[config.mk]
export PLATFORM = sky130hd
export DESIGN_NAME = cell_click_writer
export DESIGN_NICKNAME = d
export VERILOG_FILES = /design/src/rtl/cwb_pkg.sv /design/src/rtl/cwb_target_latch.sv /design/src/rtl/cwb_sniffer.sv /design/src/rtl/cwb_issue.sv /design/src/rtl/cell_click_writer.sv
export SDC_FILE = /design/constraint.sdc
export NUM_CORES = 1
export LEC_CHECK = 0
export ABC_AREA = 1
export BUFFER_PORTS_ARGS = -buffer_cell sky130_fd_sc_hd__clkbuf_2
export CAP_MARGIN = 25
export CORE_ASPECT_RATIO = 0.6
export CORE_MARGIN = 1.5
export CORE_UTILIZATION = 45
export CTS_CLUSTER_SIZE = 10
export DETAILED_ROUTE_END_ITERATION = 16
export GPL_TIMING_DRIVEN = 0
export PLACE_DENSITY = 0.89
export SLEW_MARGIN = 20
export SYNTH_ARGS = -nofsm -noshare
export SYNTH_HDL_FRONTEND = slang
export SYNTH_SLANG_ARGS = --single-unit
[constraint.sdc]
create_clock -name clk -period 3.2 [get_ports clk]
set_input_delay 0.32 -clock clk [delete_from_list [all_inputs] [get_ports clk]]
set_output_delay 0.32 -clock clk [all_outputs]
set_load 0.01 [all_outputs]
[src/rtl/cwb_pkg.sv]
package cwb_pkg;

  localparam int CELL_W = 2;

  typedef enum logic [1:0] {
    ST_IDLE  = 2'd0,
    ST_WAIT  = 2'd1,
    ST_READY = 2'd2
  } cwb_state_e;

  // Four-state cycle: 0 -> 1 -> 2 -> 3 -> 0
  function automatic logic [CELL_W-1:0] cell_advance(input logic [CELL_W-1:0] cur);
    return cur + 2'd1;
  endfunction

endpackage

[src/rtl/cwb_target_latch.sv]
module cwb_target_latch #(
  parameter int GRID_COLS = 16,
  parameter int GRID_ROWS = 8,
  parameter int COORD_W   = 6,
  parameter int COL_W     = 4,
  parameter int ROW_W     = 3
) (
  input  logic               clk,
  input  logic               rst_n,
  input  logic               click_i,
  input  logic               busy_i,
  input  logic [COORD_W-1:0] ptr_col_i,
  input  logic [COORD_W-1:0] ptr_row_i,
  output logic               take_o,
  output logic [COL_W-1:0]   col_o,
  output logic [ROW_W-1:0]   row_o
);

  localparam logic [COORD_W-1:0] COL_LIM = COORD_W'(GRID_COLS);
  localparam logic [COORD_W-1:0] ROW_LIM = COORD_W'(GRID_ROWS);

  logic in_range;

  assign in_range = (ptr_col_i < COL_LIM) && (ptr_row_i < ROW_LIM);
  assign take_o   = click_i && !busy_i && in_range;

  always_ff @(posedge clk or negedge rst_n) begin
    if (!rst_n) begin
      col_o <= '0;
      row_o <= '0;
    end else if (take_o) begin
      col_o <= ptr_col_i[COL_W-1:0];
      row_o <= ptr_row_i[ROW_W-1:0];
    end
  end

  // a click while busy must not move the target
  a_r7_target_held: assert property (@(posedge clk) disable iff (!rst_n)
    busy_i |=> ($stable(col_o) && $stable(row_o)));

  // an out-of-range coordinate is never taken
  a_r8_range_gate: assert property (@(posedge clk) disable iff (!rst_n)
    take_o |-> (32'(ptr_col_i) < GRID_COLS) && (32'(ptr_row_i) < GRID_ROWS));

endmodule

[src/rtl/cwb_sniffer.sv]
module cwb_sniffer
  import cwb_pkg::*;
#(
  parameter int GRID_ROWS = 8,
  parameter int COL_W     = 4,
  parameter int ROW_W     = 3
) (
  input  logic                        clk,
  input  logic                        rst_n,
  input  logic                        arm_i,
  input  logic [COL_W-1:0]            tgt_col_i,
  input  logic [ROW_W-1:0]            tgt_row_i,
  input  logic                        rd_valid_i,
  input  logic [COL_W-1:0]            rd_addr_i,
  input  logic [GRID_ROWS*CELL_W-1:0] rd_data_i,
  output logic                        hit_o,
  output logic [CELL_W-1:0]           next_o
);

  logic [CELL_W-1:0] cells [GRID_ROWS];
  logic [CELL_W-1:0] cur;

  for (genvar g = 0; g < GRID_ROWS; g++) begin : g_cell
    assign cells[g] = rd_data_i[g*CELL_W +: CELL_W];
  end

  assign cur   = cells[tgt_row_i];
  assign hit_o = arm_i && rd_valid_i && (rd_addr_i == tgt_col_i);

  always_ff @(posedge clk or negedge rst_n) begin
    if (!rst_n) begin
      next_o <= '0;
    end else if (hit_o) begin
      next_o <= cell_advance(cur);
    end
  end

  // the stored value always differs from the sniffed one
  a_r4_changes: assert property (@(posedge clk) disable iff (!rst_n)
    hit_o |=> (next_o != $past(cur)));

  // state 3 wraps to state 0
  a_r4_wrap: assert property (@(posedge clk) disable iff (!rst_n)
    (hit_o && cur == 2'd3) |=> (next_o == 2'd0));

  // without a hit the captured value holds
  a_r9_value_held: assert property (@(posedge clk) disable iff (!rst_n)
    !hit_o |=> $stable(next_o));

endmodule

[src/rtl/cwb_issue.sv]
module cwb_issue
  import cwb_pkg::*;
#(
  parameter int GRID_ROWS = 8,
  parameter int COL_W     = 4,
  parameter int ROW_W     = 3
) (
  input  logic                        clk,
  input  logic                        rst_n,
  input  logic                        ready_i,
  input  logic                        window_i,
  input  logic [COL_W-1:0]            col_i,
  input  logic [ROW_W-1:0]            row_i,
  input  logic [CELL_W-1:0]           val_i,
  output logic                        fire_o,
  output logic [COL_W-1:0]            wr_addr_o,
  output logic [GRID_ROWS*CELL_W-1:0] wr_data_o,
  output logic [GRID_ROWS-1:0]        wr_en_o
);

  assign fire_o    = ready_i && window_i;
  assign wr_addr_o = fire_o ? col_i : '0;

  for (genvar g = 0; g < GRID_ROWS; g++) begin : g_row
    logic sel;
    assign sel                          = fire_o && (row_i == ROW_W'(g));
    assign wr_en_o[g]                   = sel;
    assign wr_data_o[g*CELL_W +: CELL_W] = sel ? val_i : '0;
  end

  // at most one row enabled
  a_r5_onehot: assert property (@(posedge clk) disable iff (!rst_n)
    $onehot0(wr_en_o));

  // enables only inside the access window
  a_r6_window_only: assert property (@(posedge clk) disable iff (!rst_n)
    (wr_en_o != '0) |-> window_i);

  // idle bus is all zero
  a_r5_quiet_bus: assert property (@(posedge clk) disable iff (!rst_n)
    (wr_en_o == '0) |-> (wr_data_o == '0 && wr_addr_o == '0));

endmodule

[src/rtl/cell_click_writer.sv]
module cell_click_writer
  import cwb_pkg::*;
#(
  parameter int GRID_COLS = 16,
  parameter int GRID_ROWS = 8,
  parameter int COORD_W   = 6,
  localparam int COL_W    = (GRID_COLS > 1) ? $clog2(GRID_COLS) : 1,
  localparam int ROW_W    = (GRID_ROWS > 1) ? $clog2(GRID_ROWS) : 1,
  localparam int WORD_W   = GRID_ROWS * CELL_W
) (
  input  logic               clk,
  input  logic               rst_n,
  input  logic               click_i,
  input  logic [COORD_W-1:0] ptr_col_i,
  input  logic [COORD_W-1:0] ptr_row_i,
  input  logic               rd_valid_i,
  input  logic [COL_W-1:0]   rd_addr_i,
  input  logic [WORD_W-1:0]  rd_data_i,
  input  logic               wr_window_i,
  output logic [COL_W-1:0]   wr_addr_o,
  output logic [WORD_W-1:0]  wr_data_o,
  output logic [GRID_ROWS-1:0] wr_en_o
);

  cwb_state_e state_q, state_d;

  // Named internal events
  logic             click_take;
  logic             sniff_hit;
  logic             write_fire;
  logic             busy;
  logic [COL_W-1:0] tgt_col;
  logic [ROW_W-1:0] tgt_row;
  logic [CELL_W-1:0] next_val;

  assign busy = (state_q != ST_IDLE);

  cwb_target_latch #(
    .GRID_COLS(GRID_COLS), .GRID_ROWS(GRID_ROWS), .COORD_W(COORD_W),
    .COL_W(COL_W), .ROW_W(ROW_W)
  ) i_latch (
    .clk(clk), .rst_n(rst_n), .click_i(click_i), .busy_i(busy),
    .ptr_col_i(ptr_col_i), .ptr_row_i(ptr_row_i),
    .take_o(click_take), .col_o(tgt_col), .row_o(tgt_row)
  );

  cwb_sniffer #(
    .GRID_ROWS(GRID_ROWS), .COL_W(COL_W), .ROW_W(ROW_W)
  ) i_sniff (
    .clk(clk), .rst_n(rst_n), .arm_i(state_q == ST_WAIT),
    .tgt_col_i(tgt_col), .tgt_row_i(tgt_row),
    .rd_valid_i(rd_valid_i), .rd_addr_i(rd_addr_i), .rd_data_i(rd_data_i),
    .hit_o(sniff_hit), .next_o(next_val)
  );

  cwb_issue #(
    .GRID_ROWS(GRID_ROWS), .COL_W(COL_W), .ROW_W(ROW_W)
  ) i_issue (
    .clk(clk), .rst_n(rst_n), .ready_i(state_q == ST_READY),
    .window_i(wr_window_i), .col_i(tgt_col), .row_i(tgt_row),
    .val_i(next_val), .fire_o(write_fire),
    .wr_addr_o(wr_addr_o), .wr_data_o(wr_data_o), .wr_en_o(wr_en_o)
  );

  always_comb begin
    state_d = state_q;
    unique case (state_q)
      ST_IDLE:  if (click_take) state_d = ST_WAIT;
      ST_WAIT:  if (sniff_hit)  state_d = ST_READY;
      ST_READY: if (write_fire) state_d = ST_IDLE;
      default:  state_d = ST_IDLE;
    endcase
  end

  always_ff @(posedge clk or negedge rst_n) begin
    if (!rst_n) state_q <= ST_IDLE;
    else        state_q <= state_d;
  end

  // no write while still waiting for the target word
  a_r3_wait_quiet: assert property (@(posedge clk) disable iff (!rst_n)
    (state_q == ST_WAIT) |-> (wr_en_o == '0));

  // one write cycle per click, then idle
  a_r6_single_write: assert property (@(posedge clk) disable iff (!rst_n)
    write_fire |=> (wr_en_o == '0 && state_q == ST_IDLE));

  // a rejected click while idle leaves the block idle
  a_r8_discard: assert property (@(posedge clk) disable iff (!rst_n)
    (click_i && state_q == ST_IDLE && !click_take) |=> (state_q == ST_IDLE));

  // an accepted click always leads to a pending state
  a_r2_accept: assert property (@(posedge clk) disable iff (!rst_n)
    click_take |=> (state_q == ST_WAIT));

endmodule

==> metrics, run 1 <==
effective utilization at floorplan 50.7%; Die Height 39.5 um; Synth cell types 24; GRT Total Usage 22.5%; chip width 63.8 um; Slew Viols, Final 0; Sw Ratio 41.7%; first-pass GRT wire length 4.20 mm; WL final 2.60 mm; via count 1207; post_cts resized 0; pwr/cell area 448 nW/um^2; Synth Area in XOR/XNOR 1.76%; fmax 542 MHz; CP Max Fanout 10; fin crit period 1.85 ns; crit path kind reg2out; Synth Area in Compound Gates 6.02%; Sink Count 11; num ports 65; Worst-path clk slew 0.05 ns; RSZ-0062 raised after global routing false; P_sw 0.263 mW; number of max-cap violations 0; I/O Buffers 64; critical path's largest stage delay 0.42 ns; Clock power frac 21.6%; TritonCTS Buffers 3; P_leak 0.846 nW; CP required 2.88 ns; Longest Clk Path Bufs 2; mux cell area share after synthesis 0%; post-layout util 71.6%; largest family of logic cells by synthesized area simple AND/OR/NAND/NOR gates; final antenna-violating net count 0; Final Skew 0.00178 ns; Synth Register Bits 11; Worst EP arrival 1.53 ns; vias in the first global route 977; row count 12; Mapped Area 997 sq um; Area Growth Syn to Fin 41.2%; Final Wtd Congestion 0.815; share of layout cells above drive strength 1 39.8%; Hold Fails Final Rpt 0; most frequent cells in the layout clkbuf_2 (64), nand2_1 (59), nor2_1 (22), nor3_1 (15); filler cell count 183; number of setup buffers added after CTS 0; Layout Nets 269; routed len/inst 10.0 um; crit share post-route 57.7%; # DRC 0; internal power 0.368 mW; Worst-Margin Slew 0.270 ns; simple-gate share of the synthesized area 47.9%; largest net degree at the start of global routing 12; setup violators final 0; CTS tree done; worst hold path type in2reg; initial DRC count 55; H-tree Lvls 1; Initial DRT Pass Iterations 4; worst path cell trace nor3_2 -> nand2_1 -> buf_6 -> nor3_1 -> clkbuf_2; worst rel slew slack 82.0%; post-synthesis adder-cell area fraction 0%; Post-Syn Area per Cell 6.16 sq um; Crit. End Element output pin; antenna diode count 0; CTS root buffer clkbuf_8; DP Wirelength 2.14 mm; commonest non-fill, non-tap cell in the layout clkbuf_2; Vias/cell 4.66; startpoint types flop; register area share after synthesis 27.6%; die area 2520 sq um; Synth Instances 162; yosys warns 0; antenna violations before repair 0; Gate power share 44.7%; Slowest-stage cell, CP dfrtp_1; sequential share of power 33.7%; worst-skew pair later-pin latency 0.24 ns; Post-CTS Hold Buffers 1; maximum vdd ir drop 300 uV; status complete, no violations; Core Box Area 1970 sq um; Mapped Nets 199; gr ovfl total 0; setup_tns 0 ns
-- metal layers --
metal	track usage [%]	part of all wire, %
met1	32.0	50
met2	33.9	44
met3	5.17	5.8
met4	6.52	0.50
met5	0	0
-- flip-flops by register name, indices dropped and copies added (netlist names) --
register,cells
i_latch.col_o,4
i_latch.row_o,3
i_sniff.next_o,2
state_q,2
-- cell type report --
class	count	area [sq um]	share of cell area, %
inverter	17	63.8	4.53
sequential	11	275	19.6
buffer	13	103	7.29
timing repair buffer	65	330	23.5
tap	28	35.0	2.49
multi-input combinational	121	556	39.5
clock buffer	4	45.0	3.20
-- worst paths after layout --
path / depth (start not counted) / from / slack (ns) / endpoint
max: 5 / state_q[0] / 1.35 / wr_data_o[13]
min: 2 / wr_window_i / 0.29 / state_q[1]
max reg2reg: 5 / state_q[0] / 1.92 / i_latch.col_o[0]
min reg2reg: 2 / i_sniff.next_o[1] / 0.49 / i_sniff.next_o[1]
max in group asynchronous: 2 / rst_n / 2.50 / i_latch.col_o[0]
min in group asynchronous: 2 / rst_n / 0.49 / i_latch.col_o[2]
-- synthesized netlist by cell type, drive strengths merged --
master,n,area (sq um)
o21ai,2,10.0
xnor2,1,8.76
nand3,6,30.0
o31ai,1,7.51
and3,1,6.26
clkinv,1,3.75
inv,16,60.1
xor2,1,8.76
dfrtp,11,275
nand2,60,228
nor2,23,93.8
buf,13,103
nor3,17,101
a21oi,7,42.5
nand4,2,18.8
-- cell families (layout without fill, tap and decap cells) --
logic type / count (synthesis) / in the layout
compound gates: 10 / 10
xor+xnor: 2 / 2
buf+inv: 30 / 99
flops: 11 / 11
simple gates: 109 / 109
-- power groups by stage --
stage | Sequential (mW) | Clock [mW] | Combinational, mW
after floorplan | 0.206 | 0 | 0.211
after global placement | 0.211 | 0 | 0.274
after detailed placement | 0.214 | 0 | 0.278
after CTS | 0.212 | 0.140 | 0.281
after global routing | 0.217 | 0.148 | 0.325
final | 0.212 | 0.137 | 0.282
-- worst max-delay path: cells and delay by family (launching register included) --
family        cells  cell delay, ns
simple gates      3            0.54
flops             1            0.42
buf+inv           2            0.33
-- metrics by stage --
stage | instances | power, mW | instance area (sq um) | setup slack, ns | hold WS [ns]
6_report | 259 | 0.631 | 1410 | 1.35 | 0.289
5_1_grt | 259 | 0.690 | 1410 | 1.19 | 0.292
4_1_cts | 259 | 0.632 | 1410 | 1.34 | 0.283
3_5_place_dp | 254 | 0.491 | 1350 | 1.60 | 0.203
3_3_place_gp | 254 | 0.485 | 1350 | 1.64 | 0.201
2_1_floorplan | 162 | 0.417 | 997 | 1.74 | 0.0244
Note: power is estimated with default switching activity, not from simulation.
==> run 2: changes to the inputs <==
- ABC_AREA: 1 -> 0
- CORE_UTILIZATION: 45 -> 40
- PLACE_DENSITY: 0.89 -> 0.84
- clock period: 3.2 -> 1.75 ns (I/O delays scaled with it)
==> run 2 against run 1 <==
Effect of this change: power up 55%; clock-buffer cell count unchanged; global-route usage down 2.1 points; final area down 2.2%; sequential cell count unchanged; critical endpoint is now wr_addr_o[0]; largest cell class unchanged; highest routed layer unchanged.
==> metrics, run 2 <==
status complete, no violations; Synth area leader dfrtp_1; final antenna-violating net count 0 (unchanged); antenna diode count 0 (unchanged); share of layout cells above drive strength 1 66.7% (+27 points); R2R depth 4 (-1); asr flop ratio synth 100% (unchanged); Worst-Margin Slew 0.517 ns (+0.247 ns); WL final 2.61 mm (+0.35%); Hold Fails Final Rpt 0 (unchanged); number of max-cap violations 0 (unchanged); largest net degree at the start of global routing 12 (unchanged); Synth Instances 85 (-48%); DP Wirelength 1.97 mm (-7.8%); Post-Syn Area per Cell 10.3 sq um (+68%); Most flops, register i_latch.col_o; Final Skew 0.00287 ns (+0.00109 ns); Layout Cells excl Fill 187 (-28%); ys flop type dfrtp_1; Synth cell types 26 (+8.3%); post-place setup slack 0.00447 ns (-1.59 ns); Die Height 39.3 um (-0.35%); gr ovfl total 0 (unchanged); die area 2500 sq um (-0.71%); CTS root buffer clkbuf_4; Synth Register Bits 11 (unchanged); P_leak 0.748 nW (-12%); main area contributors after synthesis dfrtp_1 (31%), and2_1 (14%), mux2_2 (9.0%); RR Startpoint state_q[1]; # DRC 0 (unchanged); CP Launch Point state_q[1]; Slew Viols, Final 0 (unchanged); Layout Nets 197 (-27%); worst hold slack 0.119 ns (-0.170 ns); Longest Clk Path Bufs 2 (unchanged); CP required 1.57 ns (-1.31 ns); row count 12 (unchanged); maximum vdd ir drop 379 uV (+27%); fmax 583 MHz; fin crit period 1.71 ns; num ports 65 (unchanged); Final Wtd Congestion 0.652 (-20%); first-pass GRT wire length 3.70 mm (-12%); startpoint types flop; Regs by FF count i_latch.col_o (4), i_latch.row_o (3); H-tree Lvls 1 (unchanged); RSZ-0062 raised after global routing true; routed len/inst 14.0 um (+39%); initial DRC count 23 (-58%); Post-synth EDFFs 0 (unchanged); max reg flops 4 (unchanged); Vias/cell 4.86 (+4.3%); hold_sp ptr_col_i[1]; commonest non-fill, non-tap cell in the layout clkbuf_2; effective utilization at floorplan 45.1% (-5.6 points); R2R Setup Slk 0.05 ns (-1.87 ns); yosys warns 0 (unchanged); Core Box Area 1950 sq um (-0.76%); Mapped Area 880 sq um (-12%); Worst-path clk slew 0.07 ns (+0.02 ns); CTS tree done; PnR worst setup slack 0.0352 ns (-1.32 ns); chip width 63.5 um (-0.36%); CP Max Fanout 5 (-5); vias in the first global route 853 (-13%); setup violators final 0 (unchanged); most frequent cells in the layout clkbuf_2 (52), and2_1 (19), buf_4 (14), buf_2 (11), dfrtp_1 (11); most frequent cell after synthesis and2_1; Crit. End Element output pin; share of the synthesized area in the top cell type 31.3% (+3.7 points); crit share post-route 98.0%; Initial DRT Pass Iterations 4 (unchanged); Worst EP arrival 1.54 ns (about the same); Hold Path Depth 2 (unchanged); I/O Buffers 64 (unchanged); worst rel slew slack 65.1% (-17 points); Area Growth Syn to Fin 56.5%; worst-skew pair later-pin latency 0.27 ns (+0.03 ns); via count 909 (-25%); GRT Total Usage 20.3% (-2.1 points); Mapped Nets 122 (-39%); Sink Count 11 (unchanged); Synth top cells by count and2_1 (20), dfrtp_1 (11), buf_4 (8); antenna violations before repair 0 (unchanged); register area share after synthesis 31.3% (+3.7 points); TritonCTS Buffers 3 (unchanged); pwr/cell area 713 nW/um^2 (+59%); crit path kind reg2out; cell count after placement 177 (-30%); worst hold path type in2reg
run 2: kinds of logic after synthesis:
logic type / synth area share [%]
AND/OR/NAND/NOR: 27.6
multiplexers: 25.3
flip-flops: 31.3
buffers and inverters: 9.25
XOR/XNOR: 4.98
AO/OA/AOI/OAI: 1.56
run 2: worst paths after layout:
| path | end |
|---|---|
| hold / removal | i_latch.col_o[1] |
| setup / recovery | wr_addr_o[0] |
| setup reg to reg | i_latch.col_o[1] |
| min in group asynchronous | i_sniff.next_o[0] |
| max in group asynchronous | i_latch.col_o[2] |
| hold reg to reg | i_latch.col_o[1] |
run 2: routing by layer:
metal / global-route usage [%] / vias up / routed length [um]
met5: 0 / - / 0
met4: 9.78 / 0 / 63
met2: 41.8 / 48 / 1410
met3: 5.17 / 6 / 177
met1: 20.1 / 418 / 957
li1: - / 437 / -
run 2: timing repair:
action	4_1_cts	5_1_grt
hold buffers	1	0
setup endpoints to repair	18	22
resized for setup	6	26
pin swaps	1	1
setup buffers	2	2
endpoints found under the hold margin	11	0
gates cloned	0	1
run 2: worst max-delay path, stage by stage, from the launching register on:
cell	delay (ns)
dfrtp_1	0.44
and3b_2	0.27
buf_4	0.14
buf_4	0.14
and2_1	0.16
clkbuf_2	0.13
run 2: final cells by class:
type                       count  area [sq um]
buffer                        11          83.8
sequential                    11           275
multi-input combinational     63           576
timing repair buffer          70           380
fill                         153           576
tap                           28          35.0
clock buffer                   4          26.3
run 2: power breakdown:
| part | switching (mW) | total, mW | internal (mW) |
|---|---|---|---|
| clock network | 0.0860 | 0.174 | 0.0884 |
| registers | 0.0762 | 0.399 | 0.323 |
| logic | 0.185 | 0.407 | 0.222 |
| total | 0.348 | 0.981 | 0.633 |
run 2: stage by stage:
| stage | util [%] | power, mW | setup TNS [ns] | instance area (sq um) |
|---|---|---|---|---|
| floorplan | - | 0.631 | 0 | 880 |
| global placement | 63.3 | 0.723 | 0 | 1230 |
| detailed placement | 63.3 | 0.745 | 0 | 1230 |
| CTS | 67.1 | 0.936 | 0 | 1310 |
| global route | 70.5 | 1.04 | -0.338 | 1380 |
| finish | 70.5 | 0.981 | 0 | 1380 |
